$ cat config.mk
export PLATFORM = sky130hd
export DESIGN_NAME = casc_bin_counter
export DESIGN_NICKNAME = d
export VERILOG_FILES = /design/src/rtl/casc_bin_counter.sv
export SDC_FILE = /design/constraint.sdc
export NUM_CORES = 1
export LEC_CHECK = 0
export BUFFER_PORTS_ARGS = -buffer_cell sky130_fd_sc_hd__buf_4
export CAP_MARGIN = 20
export CORE_AREA = 3 3 40 42
export CTS_BUF_LIST = sky130_fd_sc_hd__clkbuf_4
export DETAILED_ROUTE_END_ITERATION = 16
export DIE_AREA = 0 0 43 45
export GPL_TIMING_DRIVEN = 1
export PLACE_DENSITY_LB_ADDON = 0.15
export SYNTH_ARGS = -nofsm -noshare
export SYNTH_HDL_FRONTEND = slang
export SYNTH_SLANG_ARGS = --single-unit
$ cat constraint.sdc
create_clock -name clk -period 1.6 [get_ports clk]
set_input_delay 0.48 -clock clk [delete_from_list [all_inputs] [get_ports clk]]
set_output_delay 0.48 -clock clk [all_outputs]
set_load 0.01 [all_outputs]
$ cat src/rtl/casc_bin_counter.sv
module casc_bin_counter #(
  parameter int WIDTH       = 4,
  parameter bit ASYNC_RESET = 1'b1
) (
  input  logic             clk,
  input  logic             rst_n,
  input  logic             load_n,
  input  logic [WIDTH-1:0] din,
  input  logic             en_par,
  input  logic             en_trk,
  output logic [WIDTH-1:0] q,
  output logic             tc
);
  localparam logic [WIDTH-1:0] TOP = '1;

  logic [WIDTH-1:0] nxt;
  logic             cnt_en;

  assign cnt_en = en_par && en_trk;
  assign nxt    = !load_n ? din : (cnt_en ? q + 1'b1 : q);
  assign tc     = en_trk && (q == TOP);

  generate
    if (ASYNC_RESET) begin : g_arst
      always_ff @(posedge clk or negedge rst_n)
        if (!rst_n) q <= '0;
        else        q <= nxt;

      p_async_clear_r3: assert property (@(posedge clk) !rst_n |-> q == '0)
        else $error("R3: q not held at zero in reset");
    end else begin : g_srst
      always_ff @(posedge clk)
        if (!rst_n) q <= '0;
        else        q <= nxt;

      p_sync_clear_r2: assert property (@(posedge clk) !rst_n |=> q == '0)
        else $error("R2: synchronous reset did not clear");
    end
  endgenerate

  p_wrap_r1: assert property (@(posedge clk) disable iff (!rst_n)
      (load_n && en_par && en_trk && q == TOP) |=> q == '0)
    else $error("R1: no wrap to zero");

  p_load_r4: assert property (@(posedge clk) disable iff (!rst_n)
      !load_n |=> q == $past(din))
    else $error("R4: load value lost");

  p_count_r5: assert property (@(posedge clk) disable iff (!rst_n)
      (load_n && en_par && en_trk) |=> q == $past(q) + 1'b1)
    else $error("R5: count step wrong");

  p_hold_r5: assert property (@(posedge clk) disable iff (!rst_n)
      (load_n && !(en_par && en_trk)) |=> $stable(q))
    else $error("R5: value moved while held");

  p_tc_state_r6: assert property (@(posedge clk) disable iff (!rst_n)
      tc |-> (en_trk && q == TOP))
    else $error("R6: tc high outside terminal state");
endmodule

==> summary.txt, run 1 <==
Status
  – Status: completed

GRT
  – Antenna violations before repair: 0
  – Number of global-route vias before repair: 247
  – Global-route wire length before repair: 972 um
  – Largest net degree at the start of global routing: 9
  – Grt total ovfl: 0
  – Tot GR Track Use: 7.513%

STA
  – Period utilisation layout: around 97%
  – Final setup TNS: 0 ns
  – Skew final: between 0.00015 and 0.0002 ns
  – # setup viols final: 0
  – WHS: ~0.037 ns
  – Relative slew slack: 89.90%
  – Fmax: 642.2 MHz
  – Least-Margin Pin Slew: 0.1472 ns
  – RSZ-0062 raised after global routing: false
  – Min cycle time layout: around 1.6 ns
  – Fin. Hold Viols: 0
  – Max Slew Vio Count: 0

Layout
  – Largest register by flop count: q
  – Most common cell after layout, fill and taps aside: buf_4
  – Layout cells sized above 1: 53.66%
  – Finished Core Util: a little under 30%
  – Diode count: 0
  – Nets: 53
  – Commonest non-fill, non-tap cells in the layout: buf_4 (15), nor2_1 (4), dfrtp_1 (4)
  – Regs by FF count: q (4)
  – Area growth syn-to-layout: 75.86%
  – Largest register FFs: 4

Worst setup path
  – Crit path max-delay cell type: dfrtp_1
  – CP peak stage delay: 0.37 ns
  – Path depth of the worst reg2reg path: 5
  – Class of the most critical setup path: reg -> out
  – R2r startpoint: q[0]$_DFFE_PN0P_
  – Startpoint types: flop
  – Top Family by Delay on Critical Path: flip-flops
  – R2R Setup Slk: around 0.40 ns
  – Arr. time, crit path: 1.08 ns
  – CP Data Required Time: 1.12 ns
  – Buf+Inv Stages, Crit Path: 1
  – Worst setup EP type: output pin
  – Crit path cell chain: ha_2 > and4_4 > buf_6
  – Worst R2R End: q[3]$_DFFE_PN0P_
  – CP max FO: 2

Floorplan
  – Die Area: 0.001935 sq mm
  – Starting Density: roughly 17%
  – Top Ports: 14
  – Core box area: approximately 0.0013 sq mm
  – DIE HEIGHT: 45 um
  – FP Rows: 13
  – Chip width: between 40 and 50 um

Synthesis
  – Synth Instances: 23
  – Register area share after synthesis: 45.98%
  – Yosys cell types: 13
  – YS warnings: 0
  – Mapped Nets: 33
  – #FFs+latches synth: 4
  – Syn_area_per_cell: around 9.5 sq um
  – Area of the mapped netlist: 217.7 sq um

Routing
  – Vias: 233
  – DR pass1 iterations: 2
  – Post-route DRC: 0
  – Via density: between 4 and 5
  – WL/cell: ~10 um
  – Post-DRT Antenna Nets: 0
  – Starting DRT DRC Count: 2
  – Routed WL: 555 um

Power
  – Leak: 0.0001807 uW
  – Pwr/cell area: ~910 mW/mm^2
  – Peak VDD IR: 0.3830 mV

Clocking
  – Deepest clock path buffer count: 2
  – CTS H-tree depth: 1
  – CTS buffer count: 3
  – Clock-pin transition on the worst setup and hold timing paths: 0.04 ns
  – Hold Buf Count CTS: 0
  – # clock sinks: 4
  – CTS tree: done
  – CTS root buf: clkbuf_4
  – Clk_lat worst skew: 0.23 ns

Flow run
  – Max-cap violations: 0

Placed design
  – GPL Wtd Cong: 0.6352
  – IO buf count: 13

Min path
  – Worst hold path class: in -> async
==> what timing repair did <==
item / CTS / global route
buffers inserted: 2 / 1
pin swaps: 1 / 2
gates resized for setup: 3 / 0
setup endpoints to repair: 1 / 1
==> layer usage <==
layer  track usage (%)  vias up  part of all wire [%]
li1                  -      120                     -
met1             7.282      101                    41
met4             9.036        0                   1.8
met3             4.382        2                    10
met2             10.18       10                    47
met5                 0        -                     0
==> logic make-up after synthesis <==
group                      after synthesis  synth area share (%)
AOI/OAI and AO/OA                        5                 12.07
xor gates and xnor gates                 2                 8.047
adders and majority gates                1                 5.746
buffers and inverters                    1                 1.722
DFF                                      4                 45.98
muxes                                    1                 4.598
and+or+nand+nor                          9                 21.84
==> where the power goes <==
part	total (uW)	internal [uW]	leakage, uW	switching [uW]
logic	102	59.1	0.000122	42.6
clock network	123	83.8	0.0000138	39.1
registers	123	114	0.0000448	9.48
total	348	257	0.000181	91.2
==> Yosys cell counts <==
master | instances | area [sq um]
ha_1 | 1 | 12.51
nand2_2 | 1 | 6.260
dfrtp_1 | 4 | 100.1
xor2_1 | 2 | 17.52
o21ai_0 | 1 | 5.000
clkbuf_1 | 1 | 3.750
or3_1 | 1 | 6.260
a31oi_1 | 1 | 6.260
nor2_1 | 4 | 15.01
mux2i_1 | 1 | 10.01
nand3_1 | 2 | 10.01
and4_2 | 1 | 10.01
a21oi_1 | 3 | 15.01
==> layout make-up <==
cell class | instances | area (sq um)
clock buffer | 3 | 22.52
fill | 146 | 902.1
multi-input combinational | 18 | 117.6
sequential | 4 | 100.1
tap | 15 | 18.77
timing repair buffer | 16 | 123.9
==> worst max path at each step <==
stage | start | endpoint | slack, ns | cells past startpoint
final | q[0]$_DFFE_PN0P_ | tc | 0.04 | 3
after global routing | q[0]$_DFFE_PN0P_ | tc | 0.006 | 3
after CTS | q[1]$_DFFE_PN0P_ | tc | 0.01 | 3
after detailed placement | q[0]$_DFFE_PN0P_ | tc | 0.14 | 3
after global placement | q[0]$_DFFE_PN0P_ | tc | 0.15 | 3
after floorplan | q[0]$_DFFE_PN0P_ | tc | 0.23 | 2
==> through the flow <==
stage                     instance area (sq um)  power, uW  setup slack [ns]  cells
after floorplan                           217.7      163.0            0.2295     23
after global placement                    330.3      208.3            0.1548     50
after detailed placement                  330.3      209.6            0.1432     50
after CTS                                 375.4      351.5           0.01076     55
after global routing                      382.9      373.1          0.006148     56
final                                     382.9      347.8           0.04284     56
No activity file was read; power rests on OpenSTA's default activity.
==> inputs of run 2 (changes only) <==
==> constraint.sdc (replaced) <==
create_clock -name clk -period 1.6 [get_ports clk]
set_input_delay 0.32 -clock clk [delete_from_list [all_inputs] [get_ports clk]]
set_output_delay 0.32 -clock clk [all_outputs]
set_load 0.01 [all_outputs]
==> run 2 against run 1 <==
- register-to-register slack gained 0.10 ns
- worst hold slack gained 0.27 ns
- largest power group unchanged
- die area is the same
- via count shrank 3.0%
- wire length shrank 6.7%
- clock-buffer cell count is the same
- cell count shrank 3.6%
- critical endpoint unchanged
- global-route usage shrank 0.42 points
- worst setup slack gained 0.016 ns
- utilization shrank 1.6 points
- non-clock buffer count shrank 2
- largest cell class is now multi-input gates
==> summary.txt, run 2 (synthesis gave the netlist of run 1 again) <==
Layout
  – Commonest non-fill, non-tap cells in the layout: buf_4 (13), nor2_1 (4), dfrtp_1 (4) (was buf_4 (15), nor2_1 (4), dfrtp_1 (4))
  – Largest register FFs: 4 (unchanged)
  – Fill count: 148 (was 146)
  – Most common cell after layout, fill and taps aside: buf_4 (unchanged)
  – Regs by FF count: q (4) (unchanged)
  – Non-filler cells, final: 54 (was 56)
  – Reg area: 100.1 sq um (unchanged)
  – Multi-input gate area: 113.9 sq um (was 117.6 sq um)
  – Nets: 51 (was 53)
  – Diode count: 0 (unchanged)
  – Layout cells sized above 1: 46.15% (was 53.66%)
  – Largest register by flop count: q (unchanged)
  – Area growth syn-to-layout: 66.67% (was 75.86%)

Floorplan
  – FP Rows: 13 (unchanged)
  – Chip width: 43 um (unchanged)
  – Die Area: 0.001935 sq mm (unchanged)
  – DIE HEIGHT: 45 um (unchanged)
  – Core box area: 0.001285 sq mm (unchanged)
  – Top Ports: 14 (unchanged)
  – Starting Density: 16.94% (unchanged)

Routing
  – Post-route DRC: 0 (unchanged)
  – Post-DRT Antenna Nets: 0 (unchanged)
  – Vias: 226 (was 233)
  – Via density: 4.185 (was 4.161)
  – DR pass1 iterations: 2 (unchanged)
  – Routed WL: 518 um (was 555 um)
  – WL/cell: 9.593 um (was 9.911 um)
  – Starting DRT DRC Count: 3 (was 2)

Clocking
  – Clk_lat worst skew: 0.23 ns (about the same)
  – CTS H-tree depth: 1 (unchanged)
  – Clock-pin transition on the worst setup and hold timing paths: 0.04 ns (about the same)
  – Deepest clock path buffer count: 2 (unchanged)
  – CTS buffer count: 3 (unchanged)
  – CTS root buf: clkbuf_4 (unchanged)
  – CTS tree: done (unchanged)
  – # clock sinks: 4 (unchanged)

STA
  – Min cycle time layout: 1.542 ns (was 1.557 ns)
  – Period utilisation layout: 96.35% (was 97.32%)
  – RSZ-0062 raised after global routing: false (unchanged)
  – Fin. Hold Viols: 0 (unchanged)
  – Final setup TNS: 0 ns (unchanged)
  – Skew final: 0.003577 ns (was 0.0001645 ns)
  – Relative slew slack: 89.97% (was 89.90%)
  – Fmax: 648.7 MHz (was 642.2 MHz)
  – Max Slew Vio Count: 0 (unchanged)
  – Least-Margin Pin Slew: 0.1462 ns (was 0.1472 ns)
  – # setup viols final: 0 (unchanged)

Worst setup path
  – CP Data Required Time: 1.28 ns (was 1.12 ns)
  – Startpoint types: flop (unchanged)
  – CP peak stage delay: 0.41 ns (was 0.37 ns)
  – Arr. time, crit path: 1.22 ns (was 1.08 ns)
  – Class of the most critical setup path: reg -> out (unchanged)
  – CP max FO: 4 (was 2)
  – R2R Setup Slk: 0.50 ns (was 0.40 ns)
  – Crit path cell chain: ha_1 > and4_2 > buf_4 (was ha_2 > and4_4 > buf_6)
  – Crit path max-delay cell type: dfrtp_1 (unchanged)
  – Worst setup EP type: output pin (unchanged)

Power
  – Net Sw Frac: 26.79% (was 26.23%)
  – Comb pwr share: 24.7% (was 29.2%)
  – Leak: 0.0001706 uW (was 0.0001807 uW)
  – Int Power: 244.7 uW (was 256.5 uW)
  – Peak VDD IR: 0.3710 mV (was 0.3830 mV)
  – P_sw: 89.52 uW (was 91.24 uW)
  – Sequential Power Share: 37.6% (was 35.4%)
  – Pwr/cell area: 921.1 mW/mm^2 (was 908.4 mW/mm^2)
  – Clock group share of total power: 37.7% (was 35.3%)

GRT
  – Grt total ovfl: 0 (unchanged)
  – Tot GR Track Use: 7.095% (was 7.513%)
  – Number of global-route vias before repair: 233 (was 247)
  – Global-route wire length before repair: 917 um (was 972 um)
  – Largest net degree at the start of global routing: 9 (unchanged)
  – Antenna violations before repair: 0 (unchanged)

Placed design
  – GPL Wtd Cong: 0.6352 (unchanged)
  – IO buf count: 13 (unchanged)
  – Placed insts: 50 (unchanged)

Status
  – Status: completed (unchanged)

Min path
  – Worst hold path class: in -> reg (was in -> async)

Flow run
  – Max-cap violations: 0 (unchanged)
==> run 2: changes by cell type in the layout (fill, tap and decap cells not counted), sizes merged <==
cell / delta
buf: -3
dlygate4sd3: +1
==> run 2: through the flow <==
stage / area, sq um / hold WS, ns / utilization, % / power (uW) / setup WS (ns)
2_1_floorplan: 217.7 / 0.02441 / - / 163.0 / 0.3895
5_1_grt: 362.8 / 0.3202 / 28.24 / 355.9 / 0.01304
6_report: 362.8 / 0.3111 / 28.24 / 334.2 / 0.05846
3_3_place_gp: 330.3 / 0.1182 / 25.71 / 208.3 / 0.3148
4_1_cts: 362.8 / 0.3103 / 28.24 / 340.2 / 0.04785
3_5_place_dp: 330.3 / 0.1188 / 25.71 / 209.6 / 0.3032
==> run 2: power groups by stage <==
| stage | Clock [uW] | Sequential, uW | Combinational (uW) |
|---|---|---|---|
| 3_5_place_dp | 0 | 127 | 82.2 |
| 5_1_grt | 136 | 128 | 92.0 |
| 6_report | 126 | 126 | 82.7 |
| 2_1_floorplan | 0 | 132 | 31.3 |
| 4_1_cts | 130 | 126 | 84.5 |
| 3_3_place_gp | 0 | 127 | 81.1 |
==> run 2: cell type report <==
type / instances / area share [%]
clock buffers: 3 / 6.207
flip-flops and latches: 4 / 27.59
repair buffers: 14 / 29.66
multi-input cells: 18 / 31.38
well taps: 15 / 5.172
==> run 2: final timing paths <==
kind	from	endpoint	cells after the start
min in group asynchronous	rst_n	q[1]$_DFFE_PN0P_	2
max reg2reg	q[0]$_DFFE_PN0P_	q[2]$_DFFE_PN0P_	4
min reg2reg	q[3]$_DFFE_PN0P_	q[3]$_DFFE_PN0P_	2
max	q[0]$_DFFE_PN0P_	tc	3
max in group asynchronous	rst_n	q[3]$_DFFE_PN0P_	2
min	load_n	q[0]$_DFFE_PN0P_	2
==> run 2: critical path, delay by kind of cell (launching register included) <==
kind          cells  cell delay [ns]
simple gates      1             0.23
flops             1             0.41
buf+inv           1             0.14
fa+ha+maj         1             0.22
==> run 2: layer usage <==
metal / wire, um / track usage [%]
met5: 0 / 0
met4: 10 / 9.036
met3: 59 / 4.382
met2: 220 / 8.982
met1: 228 / 7.039
==> run 2: repair_timing <==
item / 4_1_cts / 5_1_grt
hold endpoints to repair: 4 / 0
buffers inserted: 0 / 0
hold buffers: 1 / 0
endpoints found under the setup margin: 0 / 0
gates resized for setup: 0 / 0
